### src/rtl/crc_eng_pkg.sv
package crc_eng_pkg;

    localparam int DW     = 32;
    localparam int NB     = DW / 8;
    localparam int CNT_W  = $clog2(NB) + 1;
    localparam logic [15:0] POLY_A = 16'h8005;
    localparam logic [15:0] POLY_B = 16'h1021;
    localparam logic [31:0] POLY_C = 32'h04C1_1DB7;

    typedef enum logic [1:0] {
        PM_A16  = 2'd0,
        PM_B16  = 2'd1,
        PM_C32  = 2'd2,
        PM_C32X = 2'd3
    } poly_e;

    typedef struct packed {
        poly_e mode;
        logic  in_swap;
        logic  in_brev;
        logic  in_inv;
        logic  out_swap;
        logic  out_brev;
        logic  out_inv;
    } ctl_t;

    function automatic logic [DW-1:0] rev_bits_in_bytes(input logic [DW-1:0] x);
        logic [DW-1:0] r;
        for (int k = 0; k < NB; k++) begin
            for (int b = 0; b < 8; b++) begin
                r[8*k + b] = x[8*k + 7 - b];
            end
        end
        return r;
    endfunction

    function automatic logic [DW-1:0] rev_bytes(input logic [DW-1:0] x);
        logic [DW-1:0] r;
        for (int k = 0; k < NB; k++) begin
            r[8*k +: 8] = x[8*(NB-1-k) +: 8];
        end
        return r;
    endfunction

endpackage

### src/rtl/crc_in_fmt.sv
module crc_in_fmt
    import crc_eng_pkg::*;
(
    input  logic [DW-1:0]    din,
    input  logic [1:0]       size,
    input  ctl_t             ctl,
    output logic [DW-1:0]    aligned,
    output logic [CNT_W-1:0] nbytes
);
    logic [DW-1:0] mask;
    logic [DW-1:0] v;

    always_comb begin
        case (size)
            2'd0:    begin nbytes = CNT_W'(1); mask = DW'(32'h0000_00FF); end
            2'd1:    begin nbytes = CNT_W'(2); mask = DW'(32'h0000_FFFF); end
            default: begin nbytes = CNT_W'(NB); mask = '1; end
        endcase
        v = din & mask;
        if (ctl.in_inv) begin
            v = v ^ mask;
        end
        if (ctl.in_swap) begin
            if (size == 2'd1) begin
                v = {16'h0000, v[7:0], v[15:8]};
            end else if (size != 2'd0) begin
                v = rev_bytes(v);
            end
        end
        if (ctl.in_brev) begin
            v = rev_bits_in_bytes(v);
        end
        aligned = v << (8 * (NB - int'(nbytes)));
    end
endmodule

### src/rtl/crc_byte_fold.sv
module crc_byte_fold
    import crc_eng_pkg::*;
(
    input  logic [DW-1:0] crc_in,
    input  logic [7:0]    byte_in,
    input  poly_e         mode,
    output logic [DW-1:0] crc_nxt
);
    logic [31:0] w;
    logic [15:0] h;
    logic [15:0] hp;

    always_comb begin
        hp = (mode == PM_A16) ? POLY_A : POLY_B;
        w  = crc_in ^ {byte_in, 24'h000000};
        h  = crc_in[15:0] ^ {byte_in, 8'h00};
        for (int i = 0; i < 8; i++) begin
            w = w[31] ? ((w << 1) ^ POLY_C) : (w << 1);
            h = h[15] ? ((h << 1) ^ hp) : (h << 1);
        end
        crc_nxt = mode[1] ? w : {16'h0000, h};
    end
endmodule

### src/rtl/crc_out_fmt.sv
module crc_out_fmt
    import crc_eng_pkg::*;
(
    input  logic [DW-1:0] crc,
    input  ctl_t          ctl,
    output logic [DW-1:0] csum
);
    logic [DW-1:0] mask;
    logic [DW-1:0] v;

    always_comb begin
        mask = ctl.mode[1] ? '1 : DW'(32'h0000_FFFF);
        v    = crc & mask;
        if (ctl.out_inv) begin
            v = v ^ mask;
        end
        if (ctl.out_swap) begin
            v = ctl.mode[1] ? rev_bytes(v) : {16'h0000, v[7:0], v[15:8]};
        end
        if (ctl.out_brev) begin
            v = rev_bits_in_bytes(v);
        end
        csum = v;
    end
endmodule

### src/rtl/crc_engine.sv
module crc_engine
    import crc_eng_pkg::*;
(
    input  logic        clk,
    input  logic        rst_n,
    input  logic        ctl_we,
    input  logic [1:0]  ctl_mode,
    input  logic        ctl_in_swap,
    input  logic        ctl_in_brev,
    input  logic        ctl_in_inv,
    input  logic        ctl_out_swap,
    input  logic        ctl_out_brev,
    input  logic        ctl_out_inv,
    input  logic        seed_we,
    input  logic [31:0] seed_in,
    input  logic        dat_we,
    input  logic [1:0]  dat_size,
    input  logic [31:0] dat_in,
    output logic        wr_ready,
    output logic [31:0] csum_out
);
    typedef struct packed {
        ctl_t             ctl;
        logic [DW-1:0]    seed;
        logic [DW-1:0]    crc;
        logic [DW-1:0]    sbuf;
        logic [CNT_W-1:0] cnt;
    } st_t;

    st_t st_q, st_d;

    ctl_t             ctl_new, ctl_eff;
    logic [DW-1:0]    seed_eff, base_crc;
    logic [DW-1:0]    fmt_aligned;
    logic [CNT_W-1:0] fmt_nbytes;
    logic [DW-1:0]    fold_in, fold_out;
    logic [7:0]       fold_byte;
    poly_e            fold_mode;
    logic             ready_q;

    assign ready_q = (st_q.cnt == '0);

    always_comb begin
        ctl_new.mode     = poly_e'(ctl_mode);
        ctl_new.in_swap  = ctl_in_swap;
        ctl_new.in_brev  = ctl_in_brev;
        ctl_new.in_inv   = ctl_in_inv;
        ctl_new.out_swap = ctl_out_swap;
        ctl_new.out_brev = ctl_out_brev;
        ctl_new.out_inv  = ctl_out_inv;
        ctl_eff  = ctl_we  ? ctl_new : st_q.ctl;
        seed_eff = seed_we ? seed_in : st_q.seed;
        if (ctl_we || seed_we) begin
            base_crc = ctl_eff.mode[1] ? seed_eff : {16'h0000, seed_eff[15:0]};
        end else begin
            base_crc = st_q.crc;
        end
    end

    crc_in_fmt u_in_fmt (
        .din     (dat_in),
        .size    (dat_size),
        .ctl     (ctl_eff),
        .aligned (fmt_aligned),
        .nbytes  (fmt_nbytes)
    );

    always_comb begin
        if (ready_q) begin
            fold_in   = base_crc;
            fold_byte = fmt_aligned[DW-1 -: 8];
            fold_mode = ctl_eff.mode;
        end else begin
            fold_in   = st_q.crc;
            fold_byte = st_q.sbuf[DW-1 -: 8];
            fold_mode = st_q.ctl.mode;
        end
    end

    crc_byte_fold u_fold (
        .crc_in  (fold_in),
        .byte_in (fold_byte),
        .mode    (fold_mode),
        .crc_nxt (fold_out)
    );

    always_comb begin
        st_d = st_q;
        if (ready_q) begin
            st_d.ctl  = ctl_eff;
            st_d.seed = seed_eff;
            st_d.crc  = base_crc;
            if (dat_we) begin
                st_d.crc  = fold_out;
                st_d.sbuf = fmt_aligned << 8;
                st_d.cnt  = fmt_nbytes - CNT_W'(1);
            end
        end else begin
            st_d.crc  = fold_out;
            st_d.sbuf = st_q.sbuf << 8;
            st_d.cnt  = st_q.cnt - CNT_W'(1);
        end
    end

    always_ff @(posedge clk or negedge rst_n) begin
        if (!rst_n) begin
            st_q <= '0;
        end else begin
            st_q <= st_d;
        end
    end

    crc_out_fmt u_out_fmt (
        .crc  (st_q.crc),
        .ctl  (st_q.ctl),
        .csum (csum_out)
    );

    assign wr_ready = ready_q;

    // a byte write leaves the engine ready on the next cycle
    a_r5_byte_ready: assert property (@(posedge clk) disable iff (!rst_n)
        (wr_ready && dat_we && dat_size == 2'd0) |=> wr_ready);

    // a half-word write holds ready low for exactly one cycle
    a_r5_half_busy: assert property (@(posedge clk) disable iff (!rst_n)
        (wr_ready && dat_we && dat_size == 2'd1) |=> !wr_ready ##1 wr_ready);

    // a word write holds ready low for exactly three cycles
    a_r5_word_busy: assert property (@(posedge clk) disable iff (!rst_n)
        (wr_ready && dat_we && dat_size[1]) |=> !wr_ready ##1 !wr_ready ##1 !wr_ready ##1 wr_ready);

    // upper port half is zero in 16-bit modes
    a_r11_upper_zero: assert property (@(posedge clk) disable iff (!rst_n)
        !st_q.ctl.mode[1] |-> csum_out[31:16] == 16'h0000);

    // idle with no writes keeps the port steady
    a_r13_idle_hold: assert property (@(posedge clk) disable iff (!rst_n)
        (wr_ready && !dat_we && !ctl_we && !seed_we) |=> $stable(csum_out));

    // settings are frozen while busy
    a_r6_ctl_frozen: assert property (@(posedge clk) disable iff (!rst_n)
        !wr_ready |=> $stable(st_q.ctl) && $stable(st_q.seed));

endmodule

### config.mk
export PLATFORM = sky130hd
export DESIGN_NAME = crc_engine
export DESIGN_NICKNAME = d
export VERILOG_FILES = /design/src/rtl/crc_eng_pkg.sv /design/src/rtl/crc_in_fmt.sv /design/src/rtl/crc_byte_fold.sv /design/src/rtl/crc_out_fmt.sv /design/src/rtl/crc_engine.sv
export SDC_FILE = /design/constraint.sdc
export NUM_CORES = 1
export LEC_CHECK = 0
export BUFFER_PORTS_ARGS = -buffer_cell sky130_fd_sc_hd__buf_4
export CAP_MARGIN = 20
export CORE_MARGIN = 2
export CORE_UTILIZATION = 50
export DETAILED_ROUTE_END_ITERATION = 10
export PLACE_DENSITY = 0.7
export SYNTH_ARGS = -nofsm -noshare
export SYNTH_HDL_FRONTEND = slang
export SYNTH_HIERARCHICAL = 1
export SYNTH_SLANG_ARGS = --single-unit
### constraint.sdc
create_clock -name clk -period 5.2 [get_ports clk]
set_input_delay 0.26 -clock clk [delete_from_list [all_inputs] [get_ports clk]]
set_output_delay 0.26 -clock clk [all_outputs]
set_load 0.03 [all_outputs]
### Word level (Yosys, flattened, before mapping)

Index checks and enable logic that the tools add are counted.

| storage, ports and cells | value |
|---|---|
| input port bits | 79 |
| memories kept | 0 |
| output and inout port bits | 33 |
| bits in latches | 0 |
| bits in writable memories | 0 |
| word-level logic and storage cells | 84 |
| register bits after elaboration | 107 |
| bits in read-only memories | 0 |

| operators by class | value |
|---|---|
| shift-type cells | 1 |
| add/subtract/negate cells | 3 |
| div/mod/pow operators | 0 |
| order comparisons | 0 |
| multiply operators | 0 |
| bitwise logic cells | 22 |
| reductions and logical operators | 6 |
| multiplexer cells | 39 |
| eq/ne operators | 2 |

Operator list:

| cell | count |
|---|---|
| 32-bit two-way mux | 15 |
| 27-bit two-way mux | 8 |
| 16-bit two-way mux | 9 |
| 16-bit XOR | 9 |
| 67-bit two-way mux | 2 |
| 14-bit inverter | 8 |
| 32-bit XOR | 3 |
| 32-bit AND | 2 |
| 32-bit one-hot mux with 2 select lines | 1 |
| 32-bit by 32-bit left shift with 32-bit output | 1 |
| 8-bit two-way mux | 2 |
| 3-bit one-hot mux with 2 select lines | 1 |
| 3-bit by 1-bit subtractor with 3-bit output (second input constant) | 2 |
| 2-bit zero test | 2 |
| 3-bit by 3-bit subtractor with 4-bit output (first input constant) | 1 |
| 3-bit zero test | 1 |
| 2-bit by 1-bit equality test with 1-bit output (second input constant) | 1 |
| 2-bit two-way mux | 1 |
| 2-bit != test (second input constant) | 1 |
| 2-bit AND reduction | 1 |
| 2-bit nonzero test | 1 |
| 1-bit logical OR | 1 |

### Longest topological paths before layout

| logic depth | value |
|---|---|
| word-level depth | 31 |
| mapped depth | 23 |
| gate-level depth less buffers | 20 |

### By module

Netlist, hierarchy kept.

Modules (own cells, without submodules):

| module | sequential area each (um2) | cells an instance | area an instance (um2) | times used |
|---|---|---|---|---|
| crc_engine | 2477.4 | 527 | 5232.5 | 1 |
| crc_in_fmt | 0.0 | 391 | 2516.2 | 1 |
| crc_byte_fold | 0.0 | 178 | 1452.6 | 1 |
| crc_out_fmt | 0.0 | 131 | 1382.6 | 1 |

### Worst setup path before layout

Ideal clock, no wire load.

| path | value |
|---|---|
| path kind | input port to flip-flop |
| start | input port dat_size[0] |
| end | register st_q[47] in the netlist's numbering |
| data required time | 5105 ps |
| stages | 19 |
| slack | 840 ps |
| path buffers | 2 |
| library setup time | 95 ps |
| arrival time | 4264 ps |
| path through | or2_1 buf_2 clkbuf_1 ha_1 inv_1 o32a_1 a221o_1 mux4_2 o22ai_1 nand2_1 nand2_1 xor2_2 xnor3_1 xnor2_2 xor2_1 a21oi_1 xnor2_1 nand2_1 o31ai_1 |

RTL lines:

| element | line | source |
|---|---|---|
| start: declaration | crc_engine.sv:17 | `input logic [1:0] dat_size,` |
| end signal: assignment | crc_engine.sv:109 | `st_q <= st_d;` |
| end: declaration | crc_engine.sv:30 | `st_t st_q, st_d;` |

==> qor.log <==
[outcome] status completed
[layout] number of antenna cells inserted 0
[yosys] number of nets in the synthesized netlist 1,312
[cts] Gates resized, CTS repair 0
[yosys] Cell Area, Synth 0.01058 sq mm
[routing] vias 9,905
[sta] Final Slew Violations 0
[yosys] Gate Count Post-Synth 1,227
[die] die outline area 0.02235 sq mm
[cts] maximum level of the CTS H-tree 3
[sta] final count of negative-setup-slack endpoints 0
[layout] layout cell share with drive strength beyond 1 19.49%
[routing] M1 WL 13,290 um
[routing] routed wl met3 1954 um
[routing] Post-DRT Antenna Nets 0
[power] internal power consumption 4488 uW
[cts] number of buffers created by CTS 9
[place] post-placement cell area 0.01153 sq mm
[die] initial cell density of the core 50.67%
[layout] max FFs per register 99
[job] max cap viols 0
[sta] worst path setup slack after routing 0.5171 ns
[sta] min Tclk post-route 4.683 ns
[cts] clock transition at the registers of the reported paths 0.08 ns
[yosys] post-synthesis async set-or-reset flop share 100.0%
[worst_setup_path] category of the worst setup path launch point flop
[power] share of total power in combinational logic 77.5%
[layout] register ranked first by flip-flop count st_q
[worst_setup_path] highest fanout seen on the critical path 33
[global_routing] global-route usage over all layers 28.95%
[sta] final clock skew 0.01004 ns
[die] Core Area 0.02089 sq mm
[die] io pins 112
[yosys] Cell variety after synth 71
[place] post-placement worst setup slack 0.4452 ns
[cts] Clk Latency, worst-skew pair 0.36 ns
[layout] area of all sequential standard cells 0.002477 sq mm
[routing] TritonRoute pass-1 iters 5
[sta] crit share post-route 90.06%
[layout] area overhead of the layout relative to synthesis 11.74%
[cts] clock tree buffer depth 2
[place] total of buffers placed on input and output ports 111
[sta] final-layout setup total negative slack 0 ns
[global_routing] maximum number of pins on one net before global-route repair 68
[routing] Total Routed Length 32,370 um
[place] GPL Wtd Cong 0.9994
[yosys] number of enable-type register cells in the synthesized netlist 0
[global_routing] number of antenna violations at the first check in global routing 1
[yosys] synthesized area per cell 8.626 sq um
[place] sum of net half-perimeters after detailed placement 24,240 um
[power] fraction of power spent switching nets 50.62%
[yosys] predominant post-synthesis flop cell sky130_fd_sc_hd__dfrtp_1
[yosys] number of warnings printed during yosys synthesis 6
[sta] final hold viol count 0
[layout] area taken by multi-input logic gates 0.007508 sq mm
[die] overall die height 149.5 um
[worst_setup_path] Critical Setup Path Class flop to flop
[layout] fill count 1,911
[cts] clock tree from TritonCTS done
[yosys] sequential element share of the synthesized area 23.41%
[layout] leading registers by flop count st_q: 99 flops
[power] total leakage power 0.005044 uW
[worst_setup_path] required time of the critical path 5.41 ns
[layout] area of all placed cells without fillers 0.01183 sq mm
[routing] max layer used met5
[cts] Root Buffer sky130_fd_sc_hd__clkbuf_16
[global_routing] global-route wire length before repair 50,890 um
[routing] met2 wire length 15,660 um
[worst_hold_path] worst hold-check path type input port to flop
[global_routing] gr ovfl total 0
[worst_setup_path] Setup crit end kind flop
[power] worst supply voltage drop on vdd 0.3376 mV
[power] Clk pwr share 7.3%
[power] switching power summed over all nets 4600 uW
[layout] final net count 1,363
[sta] slew of the pin with the lowest slew margin 0.8094 ns
[power] power density relative to cell area 768.4 mW/mm^2
[routing] number of design-rule violations left by the first detailed-router iteration 1,022
[sta] Slew headroom 45.58%
[die] Chip Width 149.5 um
[worst_setup_path] Worst Path Arrival 4.89 ns
[routing] routed vias/inst 6.358
[global_routing] via count of the first global-routing pass 9,223
[yosys] #FFs+latches synth 99
[routing] wire length per cell 20.78 um
[routing] DR DRC count 0
[cts] TritonCTS sink count 99
[power] sequential cell fraction of total power 15.2%
[die] number of placement rows 53
[sta] Max Clock Freq 0.2135 GHz
[sta] setup repair after global routing missed its margin false
cell type report:
class                      count  area share, %
multi-input combinational    999          63.49
sequential                    99          20.95
timing repair buffer         150          9.649
tap                          275          2.909
clock buffer                   9          1.904
inverter                      19         0.6030
clock inverter                 7         0.4973
through the flow:
stage	cells	total power, uW	hold slack (ns)	utilization, %
5_1_grt	1558	9742	0.1295	56.62
4_1_cts	1558	9054	0.1255	56.62
3_5_place_dp	1541	8362	0.3739	55.21
6_report	1558	9088	0.1336	56.62
3_3_place_gp	1541	8285	0.3762	55.21
2_1_floorplan	1227	6663	-0.03559	-
cells in the final DEF, fill, tap and decap left out, types with 13 or more instances in the layout:
cell                        netlist  layout
sky130_fd_sc_hd__a211oi_1        21      21
sky130_fd_sc_hd__a21oi_1         41      41
sky130_fd_sc_hd__a22oi_1         14      14
sky130_fd_sc_hd__a32oi_1         16      16
sky130_fd_sc_hd__buf_4            4     148
sky130_fd_sc_hd__dfrtp_1         99      99
sky130_fd_sc_hd__inv_1           17      17
sky130_fd_sc_hd__mux2_2          45      45
sky130_fd_sc_hd__mux2i_1         98      98
sky130_fd_sc_hd__nand2_1        149     149
sky130_fd_sc_hd__nand2b_1        14      13
sky130_fd_sc_hd__nand3_1         23      23
sky130_fd_sc_hd__nor2_1          58      58
sky130_fd_sc_hd__nor2b_1         38      38
sky130_fd_sc_hd__nor3b_1         16      16
sky130_fd_sc_hd__o21ai_0         58      58
sky130_fd_sc_hd__o21ai_1         13      13
sky130_fd_sc_hd__o221ai_1        24      24
sky130_fd_sc_hd__o22ai_1         30      30
sky130_fd_sc_hd__o2bb2ai_1       22      22
sky130_fd_sc_hd__o31ai_1         48      48
sky130_fd_sc_hd__xnor2_1         71      71
sky130_fd_sc_hd__xor2_1          55      55
kinds of logic after synthesis:
| group | after synthesis | share of synthesized area, % |
|---|---|---|
| XOR/XNOR | 148 | 14.27 |
| flip-flops | 99 | 23.41 |
| AND/OR/NAND/NOR | 341 | 15.16 |
| buffers and inverters | 129 | 5.722 |
| multiplexers | 160 | 17.85 |
| AO/OA/AOI/OAI | 344 | 22.89 |
| adder cells (fa/ha/maj) | 6 | 0.7093 |
path summary, 6_finish.rpt:
| path | startpoint | endpoint | slack, ns | cells after the start |
|---|---|---|---|---|
| max | st_q[104] | st_q[46] | 0.52 | 18 |
| min | seed_in[3] | st_q[70] | 0.13 | 2 |
| max reg2reg | st_q[104] | st_q[46] | 0.52 | 18 |
| min reg2reg | st_q[94] | st_q[94] | 0.48 | 2 |
| max in group asynchronous | rst_n | st_q[22] | 3.63 | 3 |
| min in group asynchronous | rst_n | st_q[99] | 0.50 | 2 |
metal layers:
metal | GRT usage (%) | up-vias
met5 | 0 | -
met4 | 13.33 | 2
met3 | 3.262 | 86
met2 | 48.53 | 453
met1 | 37.51 | 4741
li1 | - | 4623
Yosys cell counts, drive strengths merged (4+ instances only):
| cell type | instances | area share (%) |
|---|---|---|
| inv | 19 | 0.67 |
| mux2 | 45 | 4.8 |
| o22ai | 30 | 1.8 |
| dfrtp | 99 | 23 |
| o32a | 7 | 0.66 |
| nand2 | 150 | 5.3 |
| a21oi | 41 | 1.9 |
| xnor3 | 6 | 1.3 |
| a221o | 6 | 0.57 |
| a211oi | 21 | 1.5 |
| nand3 | 23 | 1.1 |
| xor2 | 61 | 5.5 |
| nand2b | 14 | 0.83 |
| and2 | 9 | 0.53 |
| nor3 | 9 | 0.43 |
| o31ai | 48 | 3.4 |
| a22oi | 14 | 0.99 |
| nand4 | 4 | 0.24 |
| and3 | 7 | 0.41 |
| buf | 66 | 3.4 |
| o211ai | 6 | 0.43 |
| nor3b | 16 | 1.1 |
| mux2i | 98 | 9.3 |
| a32oi | 16 | 1.3 |
| a211o | 4 | 0.33 |
| or2 | 5 | 0.30 |
| nor2b | 38 | 2.2 |
| ha | 6 | 0.71 |
| o221ai | 24 | 2.0 |
| nor2 | 59 | 2.1 |
| clkbuf | 44 | 1.7 |
| o2bb2ai | 22 | 1.8 |
| mux4 | 17 | 3.8 |
| o21ai | 71 | 3.4 |
| xnor2 | 81 | 7.5 |
power by group through the flow:
stage / logic [uW] / registers, uW / clock network, uW
after floorplan: 5410 / 1260 / 0
after global placement: 6910 / 1380 / 0
after detailed placement: 6970 / 1390 / 0
after CTS: 7000 / 1380 / 672
after global routing: 7620 / 1420 / 703
final: 7040 / 1380 / 660
what timing repair did:
item,CTS,global route
hold buffers,1,0
setup buffers,0,0
endpoints found under the hold margin,12,0
critical path, cell delays in order, from the launching register on:
cell                        delay (ns)
sky130_fd_sc_hd__dfrtp_1          0.38
sky130_fd_sc_hd__mux2_2           0.51
sky130_fd_sc_hd__o21ai_1          0.33
sky130_fd_sc_hd__buf_4            0.30
sky130_fd_sc_hd__o21a_1           0.14
sky130_fd_sc_hd__a22oi_1          0.11
sky130_fd_sc_hd__nor2b_1          0.17
sky130_fd_sc_hd__o21ai_0          0.31
sky130_fd_sc_hd__o2111ai_1        0.20
sky130_fd_sc_hd__nand2_1          0.09
sky130_fd_sc_hd__nand2_1          0.19
sky130_fd_sc_hd__xnor2_2          0.51
sky130_fd_sc_hd__xor2_2           0.36
sky130_fd_sc_hd__xnor3_1          0.39
sky130_fd_sc_hd__nand2_1          0.09
sky130_fd_sc_hd__o21ai_1          0.09
sky130_fd_sc_hd__xor2_1           0.17
sky130_fd_sc_hd__nand2_1          0.09
sky130_fd_sc_hd__o31ai_1          0.09
Note: power is estimated with default switching activity, not from simulation.
